==> config.mk <==
export PLATFORM = sky130hd
export DESIGN_NAME = tagged_rx_silo
export DESIGN_NICKNAME = d
export VERILOG_FILES = /design/src/rtl/tagged_rx_silo_pkg.sv /design/src/rtl/tagged_rx_silo_capture.sv /design/src/rtl/tagged_rx_silo_arb.sv /design/src/rtl/tagged_rx_silo_fifo.sv /design/src/rtl/tagged_rx_silo.sv
export SDC_FILE = /design/constraint.sdc
export NUM_CORES = 2
export LEC_CHECK = 0
export BUFFER_PORTS_ARGS = -buffer_cell sky130_fd_sc_hd__buf_4
export CELL_PAD_IN_SITES_DETAIL_PLACEMENT = 0
export CELL_PAD_IN_SITES_GLOBAL_PLACEMENT = 1
export CORE_MARGIN = 5
export CORE_UTILIZATION = 46
export DETAILED_ROUTE_END_ITERATION = 12
export HOLD_SLACK_MARGIN = 0.12
export PLACE_DENSITY = 0.77
export RECOVER_POWER = 25
export SLEW_MARGIN = 20
export SYNTH_ARGS = -nofsm -noshare
export SYNTH_HDL_FRONTEND = slang
export SYNTH_HIERARCHICAL = 1
export SYNTH_SLANG_ARGS = --single-unit
export TNS_END_PERCENT = 20
==> constraint.sdc <==
create_clock -name clk -period 4.3 [get_ports clk]
set_input_delay 0.43 -clock clk [delete_from_list [all_inputs] [get_ports clk]]
set_output_delay 0.43 -clock clk [all_outputs]
set_load 0.005 [all_outputs]
==> src/rtl/tagged_rx_silo_pkg.sv <==
`timescale 1ns/1ps
package tagged_rx_silo_pkg;

    localparam int LINE_W     = 4;
    localparam int NUM_LINES  = 1 << LINE_W;
    localparam int CHAR_W     = 8;
    localparam int REG_W      = 16;
    localparam int REG_ADDR_W = 2;

    // control/status bit positions
    localparam int CSR_RX_EN    = 6;
    localparam int CSR_RX_FLAG  = 7;
    localparam int CSR_MCLR     = 11;
    localparam int CSR_STO_EN   = 12;
    localparam int CSR_STO_FLAG = 14;

    localparam logic [REG_W-1:0] PARAM_MASK = 16'h7FF7;
    localparam int ALARM_RESET = 16;

    typedef enum logic [REG_ADDR_W-1:0] {
        REG_CSR    = 2'd0,
        REG_RXCHAR = 2'd1,
        REG_LPARAM = 2'd2,
        REG_ALARM  = 2'd3
    } reg_sel_e;

    typedef struct packed {
        logic              valid;
        logic              ovr;
        logic              ferr;
        logic              perr;
        logic [LINE_W-1:0] line;
        logic [CHAR_W-1:0] ch;
    } silo_word_t;

    function automatic silo_word_t make_word(input logic ovr, input logic ferr,
                                             input logic perr,
                                             input logic [LINE_W-1:0] line,
                                             input logic [CHAR_W-1:0] ch);
        silo_word_t w;
        w.valid = 1'b1;
        w.ovr   = ovr;
        w.ferr  = ferr;
        w.perr  = perr;
        w.line  = line;
        w.ch    = ch;
        return w;
    endfunction

endpackage

==> src/rtl/tagged_rx_silo_capture.sv <==
`timescale 1ns/1ps
// One-deep holding slot per line with overrun tracking.
module tagged_rx_silo_capture
    import tagged_rx_silo_pkg::*;
(
    input  logic                          clk,
    input  logic                          rst,
    input  logic                          clear,
    input  logic [NUM_LINES-1:0]          rx_valid,
    input  logic [NUM_LINES*CHAR_W-1:0]   rx_char,
    input  logic [NUM_LINES-1:0]          rx_perr,
    input  logic [NUM_LINES-1:0]          rx_ferr,
    input  logic [NUM_LINES-1:0]          grant,
    output logic [NUM_LINES-1:0]          slot_valid,
    output silo_word_t [NUM_LINES-1:0]    slot_word
);

    for (genvar i = 0; i < NUM_LINES; i++) begin : g_line
        logic              held_q;
        logic              ovr_q;
        logic              perr_q;
        logic              ferr_q;
        logic [CHAR_W-1:0] ch_q;

        always_ff @(posedge clk) begin
            if (rst || clear) begin
                held_q <= 1'b0;
                ovr_q  <= 1'b0;
                perr_q <= 1'b0;
                ferr_q <= 1'b0;
                ch_q   <= '0;
            end else if (rx_valid[i]) begin
                if (held_q && !grant[i]) begin
                    // slot still occupied: new character lost
                    ovr_q <= 1'b1;
                end else begin
                    held_q <= 1'b1;
                    ovr_q  <= 1'b0;
                    ch_q   <= rx_char[i*CHAR_W +: CHAR_W];
                    perr_q <= rx_perr[i];
                    ferr_q <= rx_ferr[i];
                end
            end else if (grant[i]) begin
                held_q <= 1'b0;
                ovr_q  <= 1'b0;
            end
        end

        assign slot_valid[i] = held_q;
        assign slot_word[i]  = make_word(ovr_q, ferr_q, perr_q, LINE_W'(i), ch_q);
    end

endmodule

==> src/rtl/tagged_rx_silo_arb.sv <==
`timescale 1ns/1ps
// Lowest-line-first selection of one waiting slot per cycle.
module tagged_rx_silo_arb
    import tagged_rx_silo_pkg::*;
(
    input  logic                       allow,
    input  logic [NUM_LINES-1:0]       req,
    input  silo_word_t [NUM_LINES-1:0] words,
    output logic [NUM_LINES-1:0]       grant,
    output logic                       push,
    output silo_word_t                 push_word
);

    always_comb begin
        grant     = '0;
        push      = 1'b0;
        push_word = '0;
        for (int i = NUM_LINES - 1; i >= 0; i--) begin
            if (allow && req[i]) begin
                grant     = '0;
                grant[i]  = 1'b1;
                push      = 1'b1;
                push_word = words[i];
            end
        end
    end

endmodule

==> src/rtl/tagged_rx_silo_fifo.sv <==
`timescale 1ns/1ps
// Shared silo storage.
module tagged_rx_silo_fifo
    import tagged_rx_silo_pkg::*;
#(
    parameter int DEPTH = 64
) (
    input  logic                       clk,
    input  logic                       rst,
    input  logic                       clear,
    input  logic                       push,
    input  silo_word_t                 push_word,
    input  logic                       pop,
    output silo_word_t                 head_word,
    output logic [$clog2(DEPTH+1)-1:0] count,
    output logic [$clog2(DEPTH+1)-1:0] count_next,
    output logic                       full,
    output logic                       empty
);

    localparam int AW = $clog2(DEPTH);
    localparam int CW = $clog2(DEPTH + 1);

    silo_word_t      mem [DEPTH];
    logic [AW-1:0]   wr_ptr;
    logic [AW-1:0]   rd_ptr;
    logic            push_ok;
    logic            pop_ok;

    function automatic logic [AW-1:0] advance(input logic [AW-1:0] p);
        return (p == AW'(DEPTH - 1)) ? '0 : p + 1'b1;
    endfunction

    assign full       = (count == CW'(DEPTH));
    assign empty      = (count == '0);
    assign push_ok    = push && !full;
    assign pop_ok     = pop && !empty;
    assign count_next = count + CW'(push_ok) - CW'(pop_ok);
    assign head_word  = empty ? '0 : mem[rd_ptr];

    always_ff @(posedge clk) begin
        if (rst || clear) begin
            wr_ptr <= '0;
            rd_ptr <= '0;
            count  <= '0;
        end else begin
            if (push_ok) wr_ptr <= advance(wr_ptr);
            if (pop_ok)  rd_ptr <= advance(rd_ptr);
            count <= count_next;
        end
    end

    always_ff @(posedge clk) begin
        if (push_ok && !clear) mem[wr_ptr] <= push_word;
    end

endmodule

==> src/rtl/tagged_rx_silo.sv <==
`timescale 1ns/1ps
module tagged_rx_silo
    import tagged_rx_silo_pkg::*;
#(
    parameter int DEPTH = 64
) (
    input  logic                        clk,
    input  logic                        rst,
    input  logic [REG_ADDR_W-1:0]       bus_addr,
    input  logic                        bus_wr,
    input  logic                        bus_rd,
    input  logic [REG_W-1:0]            bus_wdata,
    output logic [REG_W-1:0]            bus_rdata,
    input  logic [NUM_LINES-1:0]        rx_valid,
    input  logic [NUM_LINES*CHAR_W-1:0] rx_char,
    input  logic [NUM_LINES-1:0]        rx_perr,
    input  logic [NUM_LINES-1:0]        rx_ferr,
    output logic [NUM_LINES*REG_W-1:0]  line_params,
    output logic                        irq_rx,
    output logic                        irq_sto
);

    localparam int CW = $clog2(DEPTH + 1);

    reg_sel_e                  addr_e;
    logic                      csr_wr;
    logic                      mclr;
    logic                      pop;
    logic [LINE_W-1:0]         line_sel;
    logic                      rx_en_q, sto_en_q;
    logic                      rx_flag_q, sto_flag_q;
    logic [CW-1:0]             alarm_q;
    logic [REG_W-1:0]          param_q [NUM_LINES];

    logic [NUM_LINES-1:0]      slot_valid;
    silo_word_t [NUM_LINES-1:0] slot_word;
    logic [NUM_LINES-1:0]      grant;
    logic                      push;
    silo_word_t                push_word;
    silo_word_t                head_word;
    logic [CW-1:0]             silo_count;
    logic [CW-1:0]             count_next;
    logic                      full;
    logic                      empty;
    logic                      rx_set, sto_set;
    logic [REG_W-1:0]          csr_word;

    assign addr_e = reg_sel_e'(bus_addr);
    assign csr_wr = bus_wr && (addr_e == REG_CSR);
    assign mclr   = csr_wr && bus_wdata[CSR_MCLR];
    assign pop    = bus_rd && (addr_e == REG_RXCHAR);

    tagged_rx_silo_capture u_capture (
        .clk        (clk),
        .rst        (rst),
        .clear      (mclr),
        .rx_valid   (rx_valid),
        .rx_char    (rx_char),
        .rx_perr    (rx_perr),
        .rx_ferr    (rx_ferr),
        .grant      (grant),
        .slot_valid (slot_valid),
        .slot_word  (slot_word)
    );

    tagged_rx_silo_arb u_arb (
        .allow     (!full && !mclr),
        .req       (slot_valid),
        .words     (slot_word),
        .grant     (grant),
        .push      (push),
        .push_word (push_word)
    );

    tagged_rx_silo_fifo #(.DEPTH(DEPTH)) u_fifo (
        .clk        (clk),
        .rst        (rst),
        .clear      (mclr),
        .push       (push),
        .push_word  (push_word),
        .pop        (pop),
        .head_word  (head_word),
        .count      (silo_count),
        .count_next (count_next),
        .full       (full),
        .empty      (empty)
    );

    assign rx_set  = (silo_count == '0) && (count_next != '0);
    assign sto_set = (alarm_q != '0) && (count_next >= alarm_q);

    // control/status
    always_ff @(posedge clk) begin
        if (rst || mclr) begin
            line_sel   <= '0;
            rx_en_q    <= 1'b0;
            sto_en_q   <= 1'b0;
            rx_flag_q  <= 1'b0;
            sto_flag_q <= 1'b0;
        end else begin
            if (csr_wr) begin
                line_sel <= bus_wdata[LINE_W-1:0];
                rx_en_q  <= bus_wdata[CSR_RX_EN];
                sto_en_q <= bus_wdata[CSR_STO_EN];
            end
            if (rx_set)
                rx_flag_q <= 1'b1;
            else if (csr_wr && !bus_wdata[CSR_RX_FLAG])
                rx_flag_q <= 1'b0;
            if (sto_set)
                sto_flag_q <= 1'b1;
            else if (csr_wr && !bus_wdata[CSR_STO_FLAG])
                sto_flag_q <= 1'b0;
        end
    end

    // alarm level and per-line parameters
    always_ff @(posedge clk) begin
        if (rst) begin
            alarm_q <= CW'(ALARM_RESET);
            for (int i = 0; i < NUM_LINES; i++) param_q[i] <= '0;
        end else if (bus_wr) begin
            if (addr_e == REG_ALARM)
                alarm_q <= bus_wdata[CW-1:0];
            if (addr_e == REG_LPARAM)
                param_q[line_sel] <= bus_wdata & PARAM_MASK;
        end
    end

    for (genvar i = 0; i < NUM_LINES; i++) begin : g_param_out
        assign line_params[i*REG_W +: REG_W] = param_q[i];
    end

    always_comb begin
        csr_word               = '0;
        csr_word[LINE_W-1:0]   = line_sel;
        csr_word[CSR_RX_EN]    = rx_en_q;
        csr_word[CSR_RX_FLAG]  = rx_flag_q;
        csr_word[CSR_STO_EN]   = sto_en_q;
        csr_word[CSR_STO_FLAG] = sto_flag_q;
    end

    always_comb begin
        unique case (addr_e)
            REG_CSR:    bus_rdata = csr_word;
            REG_RXCHAR: bus_rdata = empty ? '0 : REG_W'(head_word);
            REG_LPARAM: bus_rdata = param_q[line_sel];
            REG_ALARM:  bus_rdata = REG_W'(alarm_q);
            default:    bus_rdata = '0;
        endcase
    end

    assign irq_rx  = rx_flag_q && rx_en_q;
    assign irq_sto = sto_flag_q && sto_en_q;

endmodule

==> impl_metrics.toml <==
[drt]
drt-initial-drc-count = 4038
dr_wl_met2_um = 87800
drc = 0
wl_met3_um = 17100
vias_per_cell = 5.781
post_drt_wl_per_cell_um = 27.11
num_vias = 39210
met1_length_um = 71980
detail-route-antenna-nets = 0
top_layer_used = "met5"
drt_wl_total_um = 183900
firstDrtPassIters = 5

[finish]
area_growth_pct = 20.00
final_nets = 5083
final_common_cell = "edfxtp_1"
drive_gt1_share_pct = 26.50
num-fill-cells = 10860
final_area_um2 = 76440
final_cell_mix = "edfxtp_1, buf_4, nand2_1, mux4_2, mux2i_1"

[critical_path]
end_kind = "output pin"
crit_chain = "buf_12, buf_4, buf_12, or3_1, o22ai_1, a211oi_1, buf_4, a22o_2, nand2_1, o21ai_0, a22oi_1, o221ai_1, buf_4"
worstPathBufferInverterCount = 5
cp.arrival_ns = 3.85
slowest_stage = "or3_1"
crit_top_cell = "buf_4"
slowest_delay_ns = 0.59
worstSetupPathType = "flip-flop to output pin"
crit_family = "compound AO/OA/AOI/OAI gates"
crit_path_max_fanout = 14
start_kind = "flip-flop"
crit_required_ns = 3.87

[synthesis]
yosysSeqAreaShare_pct = 66.25
synth_xor_area_share_pct = 0.1650
synth_top_cell_area_share_pct = 58.84
yosys_most_used_dff = "edfxtp_1"
avgSynthCellArea_um2 = 15.36
synth-seq-cells = 1484
synth.area.mux_share_pct = 14.88
async_flop_share_pct = 0
synth_area_um2 = 63690
synth_simple_gate_area_share_pct = 7.887
synth_area_leaders = "edfxtp_1, mux4_2, dfxtp_1, mux2i_1, buf_4"
synth_top_family_by_area = "multiplexers"
synth_top_cell_by_area = "edfxtp_1"
synth_edf_count = 1248
synth_fa_ha_area_share_pct = 0.3850
synthDistinctLibCells = 76
synth_compound_area_share_pct = 5.526
synth_warnings = 6
syn_inst = 4146

[sta]
min_period_ns = 4.282
slew_headroom_pct = 25.92
fmax_mhz = 233.5
hold_violations = 0
fin_setup_tns_ns = 0
post-route-period-util_pct = 99.58
max_slew.worst_pin.slew_ns = 1.103
setup_viol_count_final = 0
drv_slew = 0
rsz0062_at_grt = "true"
clock_skew_ns = 0.04185

[power_and_ir_drop]
power_leakage_nw = 26.60
peakVddDrop_v = 0.0003889
power.density_cell_area_nw_per_um2 = 467.6
total_power_mw = 35.74

[placed_design]
gp_congestion = 0.9237
io_buffer_count = 438
place_area_um2 = 68980
dpl.hpwl_um = 121200

[grt]
grt_max_degree = 99
grt_pass1_vias = 39310
grt_overflow = 0
track_usage_pct = 24.43
antenna_found_initial = 7
grt_pass1_wl_um = 264300

[clocking]
cts_made_buffers = 152
clock_latency_ns = 0.79
cts_tree = "done"
clk_pin_slew_ns = 0.07
cts-root-buf = "clkbuf_16"
clock_sinks = 1484
cts.path.max_buffers = 3
h-tree-depth = 4

[floorplanning]
num_rows = 136
initial_utilization_pct = 46.33
die_area_um2 = 146000
core-area_um2 = 137500
ios = 472
chipWidth_um = 382.1
fp.dieH_um = 382.1

[min_path]
min-delay-path-class = "input pin to flip-flop"

[status]
status = "completed"

[flow_run]
cap_violations = 0
## state kept, by name, summed over array words and instances (netlist names), 7 cells and up, named ones only
signal and count:
u_capture/g_line.perr_q 16, u_fifo/mem 1024, param_q 224, u_capture/g_line.held_q 16, u_capture/g_line.ovr_q 16, u_capture/g_line.ch_q 128
u_fifo/count 7, alarm_q 7, u_capture/g_line.ferr_q 16
## final timing paths
check | from | end | slack (ns) | depth (start not counted)
setup / recovery | flip-flop | bus_rdata[6] | 0.02 | 13
hold / removal | bus_wdata[11] | param_q[5][10]$_SDFFCE_PN0P_ | 0.27 | 3
setup reg to reg | u_capture/g_line[0].held_q$_SDFFE_PP0P_ | rx_flag_q$_SDFFE_PP0P_ | 0.15 | 19
hold reg to reg | u_capture/g_line[8].ch_q[1]$_SDFFE_PP0P_ | u_capture/g_line[8].ch_q[1]$_SDFFE_PP0P_ | 0.46 | 2
## where the power goes
part | leakage, nW | internal (mW) | switching, mW
sequential | 13.6 | 16.8 | 0.264
combinational | 10.6 | 2.10 | 3.56
clock | 2.39 | 7.42 | 5.59
## layer usage
metal | up-vias | global-route usage, %
met4 | 2 | 8.963
met5 | - | 0
met1 | 19890 | 32.85
met3 | 325 | 5.669
met2 | 1947 | 39.21
li1 | 17050 | -
## cell type report
cell class                      count  area (um^2)  area share [%]
Tap cell                         1794         2245           2.937
Inverter                           51        191.4          0.2505
Antenna cell                        4        10.01         0.01310
Timing Repair Buffer              906         7894           10.33
Sequential cell                  1484        42220           55.23
Clock inverter                     88        862.1           1.128
Clock buffer                      184         4018           5.256
Multi-Input combinational cell   2271        19000           24.86
## repair_timing
item | in CTS | in global routing
pin swaps | 0 | 4
buffers inserted | 6 | 22
cloned | 0 | 6
resized for setup | 13 | 41
setup endpoints to repair | 17 | 17
endpoints found under the hold margin | 410 | 0
hold buffers | 194 | 0
## synth_stat cells, types with 16 or more instances
cell and number:
buf_6 43, ha_1 18, a22oi_1 75, clkbuf_1 116, o22ai_1 53, edfxtp_1 1248, nor3_1 40, o21ai_0 85
buf_2 61, a21oi_1 135, o221ai_1 21, nor2_1 146, and2_1 230, a211oi_1 25, dfxtp_1 236, a22o_1 22
mux4_2 301, nand2_1 423, nand4_1 16, mux2i_1 251, nand3_1 31, nor2b_1 46, buf_4 218, inv_1 48
a21boi_1 16, or2_2 21, a221oi_1 25, o211ai_1 26
## cell families after synthesis
group | count (synthesis)
AND/OR/NAND/NOR | 1027
AO/OA/AOI/OAI | 535
XOR/XNOR | 12
buffers and inverters | 500
flip-flops | 1484
other | 3
adder cells (fa/ha/maj) | 19
multiplexers | 566
## worst min-delay path: stages
cell and delay (ns):
buf_4 0.08, buf_4 0.27, and2_1 0.17
## per-stage QoR
step                hold WS [ns]  worst slack, ns  instances  util [%]
global route              0.2541          -0.1281       6780     55.59
global placement          0.4422          0.07272       6278     50.17
finish                    0.2674          0.01813       6782     55.59
detailed placement        0.4464         -0.01953       6278     50.17
floorplan                 0.4344          0.02853       4255         -
CTS                       0.2078          -0.1064       6750     55.22
Note: power is estimated with default switching activity, not from simulation.
